**src/rtl/srb_pkg.sv**
```systemverilog
package srb_pkg;
  typedef enum logic {
    PH_LOAD = 1'b0,
    PH_BFLY = 1'b1
  } srb_phase_e;
endpackage

```
**src/rtl/srb_rst_sync.sv**
```systemverilog
module srb_rst_sync (
  input  logic clk,
  input  logic rst_n,
  output logic srst_n
);
  logic stg1_q;
  logic stg2_q;

  always_ff @(posedge clk or negedge rst_n) begin
    if (!rst_n) begin
      stg1_q <= 1'b0;
      stg2_q <= 1'b0;
    end else begin
      stg1_q <= 1'b1;
      stg2_q <= stg1_q;
    end
  end

  assign srst_n = stg2_q;
endmodule

```
**src/rtl/srb_rotate.sv**
```systemverilog
module srb_rotate #(
  parameter int DATA_W = 12,
  localparam int EXT_W = DATA_W + 1
) (
  input  logic [DATA_W-1:0] in_re,
  input  logic [DATA_W-1:0] in_im,
  input  logic              rot_en,
  output logic [EXT_W-1:0]  out_re,
  output logic [EXT_W-1:0]  out_im
);
  logic [EXT_W-1:0] ext_re;
  logic [EXT_W-1:0] ext_im;

  // widen first so that negating the most negative value is exact
  assign ext_re = {in_re[DATA_W-1], in_re};
  assign ext_im = {in_im[DATA_W-1], in_im};

  always_comb begin
    if (rot_en) begin
      out_re = ext_im;
      out_im = EXT_W'(0) - ext_re;
    end else begin
      out_re = ext_re;
      out_im = ext_im;
    end
  end
endmodule

```
**src/rtl/srb_addsub.sv**
```systemverilog
module srb_addsub
  import srb_pkg::*;
#(
  parameter int VAL_W = 13
) (
  input  logic             clk,
  input  logic             srst_n,
  input  srb_phase_e       phase,
  input  logic [VAL_W-1:0] old_re,
  input  logic [VAL_W-1:0] old_im,
  input  logic [VAL_W-1:0] new_re,
  input  logic [VAL_W-1:0] new_im,
  output logic [VAL_W-1:0] out_re,
  output logic [VAL_W-1:0] out_im,
  output logic [VAL_W-1:0] fb_re,
  output logic [VAL_W-1:0] fb_im
);
  localparam int WIDE_W = VAL_W + 1;

  logic [WIDE_W-1:0] sum_re;
  logic [WIDE_W-1:0] sum_im;
  logic [WIDE_W-1:0] dif_re;
  logic [WIDE_W-1:0] dif_im;

  assign sum_re = {old_re[VAL_W-1], old_re} + {new_re[VAL_W-1], new_re};
  assign sum_im = {old_im[VAL_W-1], old_im} + {new_im[VAL_W-1], new_im};
  assign dif_re = {old_re[VAL_W-1], old_re} - {new_re[VAL_W-1], new_re};
  assign dif_im = {old_im[VAL_W-1], old_im} - {new_im[VAL_W-1], new_im};

  always_comb begin
    if (phase == PH_BFLY) begin
      out_re = sum_re[VAL_W-1:0];
      out_im = sum_im[VAL_W-1:0];
      fb_re  = dif_re[VAL_W-1:0];
      fb_im  = dif_im[VAL_W-1:0];
    end else begin
      out_re = old_re;
      out_im = old_im;
      fb_re  = new_re;
      fb_im  = new_im;
    end
  end

  // only the incoming operand is ever rotated, so the extra bit is never needed
  p_no_overflow_r6: assert property (@(posedge clk) disable iff (!srst_n)
    (phase == PH_BFLY) |->
      (sum_re[VAL_W] == sum_re[VAL_W-1]) && (sum_im[VAL_W] == sum_im[VAL_W-1]) &&
      (dif_re[VAL_W] == dif_re[VAL_W-1]) && (dif_im[VAL_W] == dif_im[VAL_W-1]));
endmodule

```
**src/rtl/srb_delay.sv**
```systemverilog
module srb_delay #(
  parameter int VAL_W = 13,
  parameter int DEPTH = 4
) (
  input  logic             clk,
  input  logic             srst_n,
  input  logic [VAL_W-1:0] wr_re,
  input  logic [VAL_W-1:0] wr_im,
  output logic [VAL_W-1:0] head_re,
  output logic [VAL_W-1:0] head_im
);
  logic [VAL_W-1:0] tap_re_q [DEPTH];
  logic [VAL_W-1:0] tap_im_q [DEPTH];
  logic [VAL_W-1:0] tap_re_d [DEPTH];
  logic [VAL_W-1:0] tap_im_d [DEPTH];
  logic             shift_en;

  assign shift_en = 1'b1;

  for (genvar i = 0; i < DEPTH; i++) begin : g_tap
    if (i == 0) begin : g_in
      assign tap_re_d[i] = shift_en ? wr_re : tap_re_q[i];
      assign tap_im_d[i] = shift_en ? wr_im : tap_im_q[i];
    end else begin : g_chain
      assign tap_re_d[i] = shift_en ? tap_re_q[i-1] : tap_re_q[i];
      assign tap_im_d[i] = shift_en ? tap_im_q[i-1] : tap_im_q[i];
    end

    always_ff @(posedge clk or negedge srst_n) begin
      if (!srst_n) begin
        tap_re_q[i] <= '0;
        tap_im_q[i] <= '0;
      end else begin
        tap_re_q[i] <= tap_re_d[i];
        tap_im_q[i] <= tap_im_d[i];
      end
    end
  end

  assign head_re = tap_re_q[DEPTH-1];
  assign head_im = tap_im_q[DEPTH-1];

  // the line is empty in the first cycle after reset release
  p_reset_empty_r8: assert property (@(posedge clk) disable iff (!srst_n)
    $rose(srst_n) |-> (head_re == '0) && (head_im == '0));
endmodule

```
**src/rtl/sdf_rot_bfly.sv**
```systemverilog
module sdf_rot_bfly
  import srb_pkg::*;
#(
  parameter int DATA_W  = 12,
  parameter int DLY_LEN = 4,
  localparam int OUT_W  = DATA_W + 1
) (
  input  logic              clk,
  input  logic              rst_n,
  input  logic              bf_sel,
  input  logic              rot_sel,
  input  logic [DATA_W-1:0] din_re,
  input  logic [DATA_W-1:0] din_im,
  output logic [OUT_W-1:0]  dout_re,
  output logic [OUT_W-1:0]  dout_im
);
  localparam logic [DATA_W-1:0] MOST_NEG = {1'b1, {(DATA_W-1){1'b0}}};

  logic             srst_n;
  srb_phase_e       phase;
  logic             rot_en;
  logic [OUT_W-1:0] xr_re;
  logic [OUT_W-1:0] xr_im;
  logic [OUT_W-1:0] head_re;
  logic [OUT_W-1:0] head_im;
  logic [OUT_W-1:0] fb_re;
  logic [OUT_W-1:0] fb_im;

  assign phase  = bf_sel ? PH_BFLY : PH_LOAD;
  assign rot_en = bf_sel & rot_sel;

  srb_rst_sync u_rst_sync (
    .clk    (clk),
    .rst_n  (rst_n),
    .srst_n (srst_n)
  );

  srb_rotate #(.DATA_W(DATA_W)) u_rotate (
    .in_re  (din_re),
    .in_im  (din_im),
    .rot_en (rot_en),
    .out_re (xr_re),
    .out_im (xr_im)
  );

  srb_addsub #(.VAL_W(OUT_W)) u_addsub (
    .clk    (clk),
    .srst_n (srst_n),
    .phase  (phase),
    .old_re (head_re),
    .old_im (head_im),
    .new_re (xr_re),
    .new_im (xr_im),
    .out_re (dout_re),
    .out_im (dout_im),
    .fb_re  (fb_re),
    .fb_im  (fb_im)
  );

  srb_delay #(.VAL_W(OUT_W), .DEPTH(DLY_LEN)) u_delay (
    .clk     (clk),
    .srst_n  (srst_n),
    .wr_re   (fb_re),
    .wr_im   (fb_im),
    .head_re (head_re),
    .head_im (head_im)
  );

  // rotated operand is (Im, -Re)
  p_rot_swap_r3: assert property (@(posedge clk) disable iff (!srst_n)
    (bf_sel && rot_sel) |->
      (xr_re == {din_im[DATA_W-1], din_im}) &&
      ((xr_im + {din_re[DATA_W-1], din_re}) == '0));

  // in the load phase the operand is the plain input
  p_load_unrot_r4: assert property (@(posedge clk) disable iff (!srst_n)
    !bf_sel |-> (xr_re == {din_re[DATA_W-1], din_re}) &&
                (xr_im == {din_im[DATA_W-1], din_im}));

  // negating the most negative real part gives a positive value
  p_min_neg_r5: assert property (@(posedge clk) disable iff (!srst_n)
    (bf_sel && rot_sel && din_re == MOST_NEG) |-> !xr_im[OUT_W-1]);

  // sum plus fed-back difference equals twice the stored value
  p_sum_dif_r2: assert property (@(posedge clk) disable iff (!srst_n)
    bf_sel |->
      (({dout_re[OUT_W-1], dout_re} + {fb_re[OUT_W-1], fb_re}) == {head_re, 1'b0}) &&
      (({dout_im[OUT_W-1], dout_im} + {fb_im[OUT_W-1], fb_im}) == {head_im, 1'b0}));
endmodule

```
**config.mk**
```make
export PLATFORM = sky130hd
export DESIGN_NAME = sdf_rot_bfly
export DESIGN_NICKNAME = d
export VERILOG_FILES = /design/src/rtl/srb_pkg.sv /design/src/rtl/srb_rst_sync.sv /design/src/rtl/srb_rotate.sv /design/src/rtl/srb_addsub.sv /design/src/rtl/srb_delay.sv /design/src/rtl/sdf_rot_bfly.sv
export SDC_FILE = /design/constraint.sdc
export NUM_CORES = 1
export LEC_CHECK = 0
export ABC_AREA = 1
export BUFFER_PORTS_ARGS = -buffer_cell sky130_fd_sc_hd__buf_2
export CORE_MARGIN = 10
export CORE_UTILIZATION = 25
export CTS_CLUSTER_DIAMETER = 30
export DETAILED_ROUTE_END_ITERATION = 7
export GPL_ROUTABILITY_DRIVEN = 0
export GPL_TIMING_DRIVEN = 0
export MAX_ROUTING_LAYER = met4
export PLACE_DENSITY = 0.43
export SLEW_MARGIN = 0
export SYNTH_ARGS = -nofsm -noshare
export SYNTH_HDL_FRONTEND = slang
export SYNTH_SLANG_ARGS = --single-unit
```
**constraint.sdc**
```tcl
create_clock -name clk -period 3.6 [get_ports clk]
set_input_delay 0.36 -clock clk [delete_from_list [all_inputs] [get_ports clk]]
set_output_delay 0.36 -clock clk [all_outputs]
set_load 0.02 [all_outputs]
```
==> impl_metrics.tcl <==
set metrics [dict create \
    finalCritPeriodShare_pct 92.3 \
    cp-start-kind "primary input" \
    synth.avg_cell_area_um2 8.11 \
    grtUsageTotal_pct 12.2 \
    drive_above_1_share_pct 14.1 \
    fin_hold_ws_ns 0.263 \
    p_int_mw 2.90 \
    vias 5099 \
    wl_per_cell_um 15.5 \
    setup_violations 0 \
    regArea_um2 2660 \
    grtUsageMet2_pct 19.2 \
    final_nets 923 \
    fill_cells 2634 \
    whs_endpoint "u_delay.tap_re_d[27]$_DFF_PN0_" \
    final_antenna_net_count 0 \
    p_sw_share_pct 42.9 \
    dp_hpwl_mm 14.3 \
    maxSlewHeadroom_pct 48.4 \
    dp_cells 1149 \
    synthCells 771 \
    synth_seq_cells 106 \
    cp-end-kind "primary output" \
    clk_pin_slew_worst_paths_ns 0.08 \
    cp_cell_sequence "buf_2 -> nand2_2 -> buf_4 -> clkbuf_4 -> o21ai_0 -> ha_1 -> fa_1 -> nand3_1 -> nand2_1 -> nand2_1 -> nand2_1 -> a21oi_1 -> nand2_1 -> a31oi_1 -> buf_2" \
    combPwrFrac_pct 44.7 \
    max_stage_delay_ns 0.42 \
    core_area_um2 24500 \
    fin_skew_ns 0.0121 \
    cp_slowest_cell "fa_1" \
    htree_levels 3 \
    synth.most_common_cell "nand2_1" \
    worst-path-buf-inv 4 \
    drt_iter0_drc 260 \
    totalPowerFinal_mw 5.07 \
    cellLeakagePower_nw 3.73 \
    pin_count 54 \
    rsz0062_at_grt "no" \
    fin_cells 1167 \
    cp_top_family "buffers and inverters" \
    clockPowerShare_pct 20.9 \
    multi_input_area_um2 3100 \
    cp_common_cell "nand2_1" \
    whs_path_depth 3 \
    grt_overflow_total 0 \
    die_area_um2 31700 \
    drc 0 \
    ys_seq_area_share_pct 42.4 \
    p_switching_mw 2.18 \
    antenna_found_initial 1 \
    synth_top_cell_by_area "dfrtp_1" \
    grt_max_degree 62 \
    setup_ws_ns 0.276 \
    synthArstFlopShare_pct 100 \
    dp_slack_ns -0.142 \
    yosysWarnings 0 \
    via_per_inst 4.37 \
    netlist_area_um2 6250 \
    grt_pass1_wl_mm 28.9 \
    grt.busiest_layer "met2" \
    numClockSinks 106 \
    slew_violations 0 \
    insertion_delay_ns 0.36 \
    hp-start "din_re[1]" \
    cts-root-buf "clkbuf_16" \
    cts_tree "built" \
    synth_top_area_share_pct 42.4 \
    dr.pass1.iters 5 \
    rr_startpoint "u_delay.head_im[0]$_DFF_PN0_" \
    powerDensity_nw_per_um2 691 \
    crit_fanout 10 \
    synth_flop_cell "dfrtp_1" \
    cap_violations 0 \
    area_growth_pct 17.4 \
    status "complete, no violations" \
    arrival_ns 2.96 \
    synth.area.top_cells "dfrtp_1, ha_1, nand2_1" \
    synthTopCellsByCount "nand2_1, inv_1, dfrtp_1, o21ai_0, ha_1" \
    syn_nets 857 \
    crit_type "primary input to primary output" \
    ff2ff_path_depth 12 \
    row_count 57 \
    totalWireLength_mm 18.1 \
    met1_usage_pct 15.5 \
    ctsLongestPathBuffers 2 \
    r2r-end "u_delay.tap_im_d[38]$_DFF_PN0_" \
    layout_min_cycle_time_ns 3.32 \
    p_seq_share_pct 34.4 \
    cp.required_ns 3.24 \
    rrSetupSlack_ns 1.42 \
    die_h_um 178 \
    fp.dieW_um 178 \
    ys_types 37 \
    use_met3_pct 2.26 \
    fmax_mhz 301 \
    port_buffers 53 \
    synth_edf_count 0 \
    worst_slew_pin_slew_ns 0.774 \
    grt_pass1_vias 5356 \
    hold_viol_final 0 \
    hold_class "primary input to flip-flop" \
    numCtsBuffers 9 \
    start_util_pct 25.6 \
    peakVddDrop_mv 0.386 \
]
cells in the final DEF (no fill, tap or decap), types with 7 or more instances in the layout:
master,netlist,routed
a21oi_1,42,41
clkbuf_1,7,7
buf_2,8,58
ha_1,54,53
nand2_1,173,173
nor2_1,44,41
a31oi_1,8,7
o21ai_0,71,66
nand3_1,52,50
inv_1,108,108
clkbuf_16,0,9
nor3_1,10,10
nand4_1,8,8
xor2_1,18,18
dfrtp_1,106,105
logic make-up (layout without fill, tap and decap cells):
kind of cell               count (synthesis)  count (layout)  share of synthesized area [%]
and+or+nand+nor                          304             304                           20.6
AOI/OAI and AO/OA                        147             147                           13.1
buffers and inverters                    134             205                           8.73
DFF                                      106             106                           42.4
adders and majority gates                 58              58                           12.1
xor gates and xnor gates                  21              21                           2.94
other                                      1               2                         0.0600
routing by layer:
metal	vias to the layer above	share of wire [%]
met1	2382	47
met3	19	4.5
met2	97	46
li1	2601	-
met5	-	0
met4	0	2.1
timing repair:
| item | in CTS | in global routing |
|---|---|---|
| setup buffers | 0 | 0 |
| hold endpoints to repair | 2 | 0 |
| gates resized for setup | 2 | 18 |
| pin swaps | 0 | 2 |
| hold buffers | 1 | 0 |
| setup endpoints to repair | 4 | 9 |
final cells by class:
type                            count  area share [%]
Clock buffer                        9            3.07
Timing Repair Buffer               55            4.16
Sequential cell                   106            36.2
Inverter                          114            5.83
Antenna cell                        1          0.0341
Multi-Input combinational cell    531            42.3
Clock inverter                      7            1.26
Tap cell                          324            5.52
Buffer                             20            1.67
flip-flops by register name (all words and copies together), names as in the netlist:
| register | count |
|---|---|
| u_delay.tap_im_d | 39 |
| u_delay.tap_re_d | 39 |
| u_rst_sync.stg1_q | 1 |
| u_delay.head_im | 13 |
| u_delay.head_re | 13 |
| u_rst_sync.srst_n | 1 |
worst max-delay path by stage:
stage,from,end,cells after the start
floorplan,u_rst_sync.srst_n$_DFF_PN0_,u_delay.head_im[0]$_DFF_PN0_,0
global placement,u_rst_sync.srst_n$_DFF_PN0_,u_delay.head_re[8]$_DFF_PN0_,0
detailed placement,din_re[0],dout_im[9],16
CTS,din_re[0],dout_im[8],18
global route,din_re[0],dout_im[12],20
finish,bf_sel,dout_re[10],15
tightest hold or removal path: stages:
cell	delay, ns
buf_2	0.11
nand2_1	0.05
o21ai_0	0.07
stage by stage:
| stage | TNS, ns | util, % | instance area, um^2 |
|---|---|---|---|
| final | 0 | 30.0 | 7340 |
| after global routing | 0 | 30.0 | 7340 |
| after CTS | 0 | 29.8 | 7280 |
| after detailed placement | -0.176 | 28.4 | 6950 |
| after global placement | -81.46 | 28.3 | 6920 |
| after floorplan | 0 | - | 6250 |
power groups by stage:
stage / registers (mW) / clock network [mW] / logic (mW)
detailed placement: 1.77 / 0 / 2.22
CTS: 1.75 / 1.10 / 2.24
global placement: 1.77 / 0 / 2.21
finish: 1.74 / 1.06 / 2.27
global route: 1.80 / 1.16 / 2.57
floorplan: 1.71 / 0 / 1.61
Power figures use the tool's default switching activity.
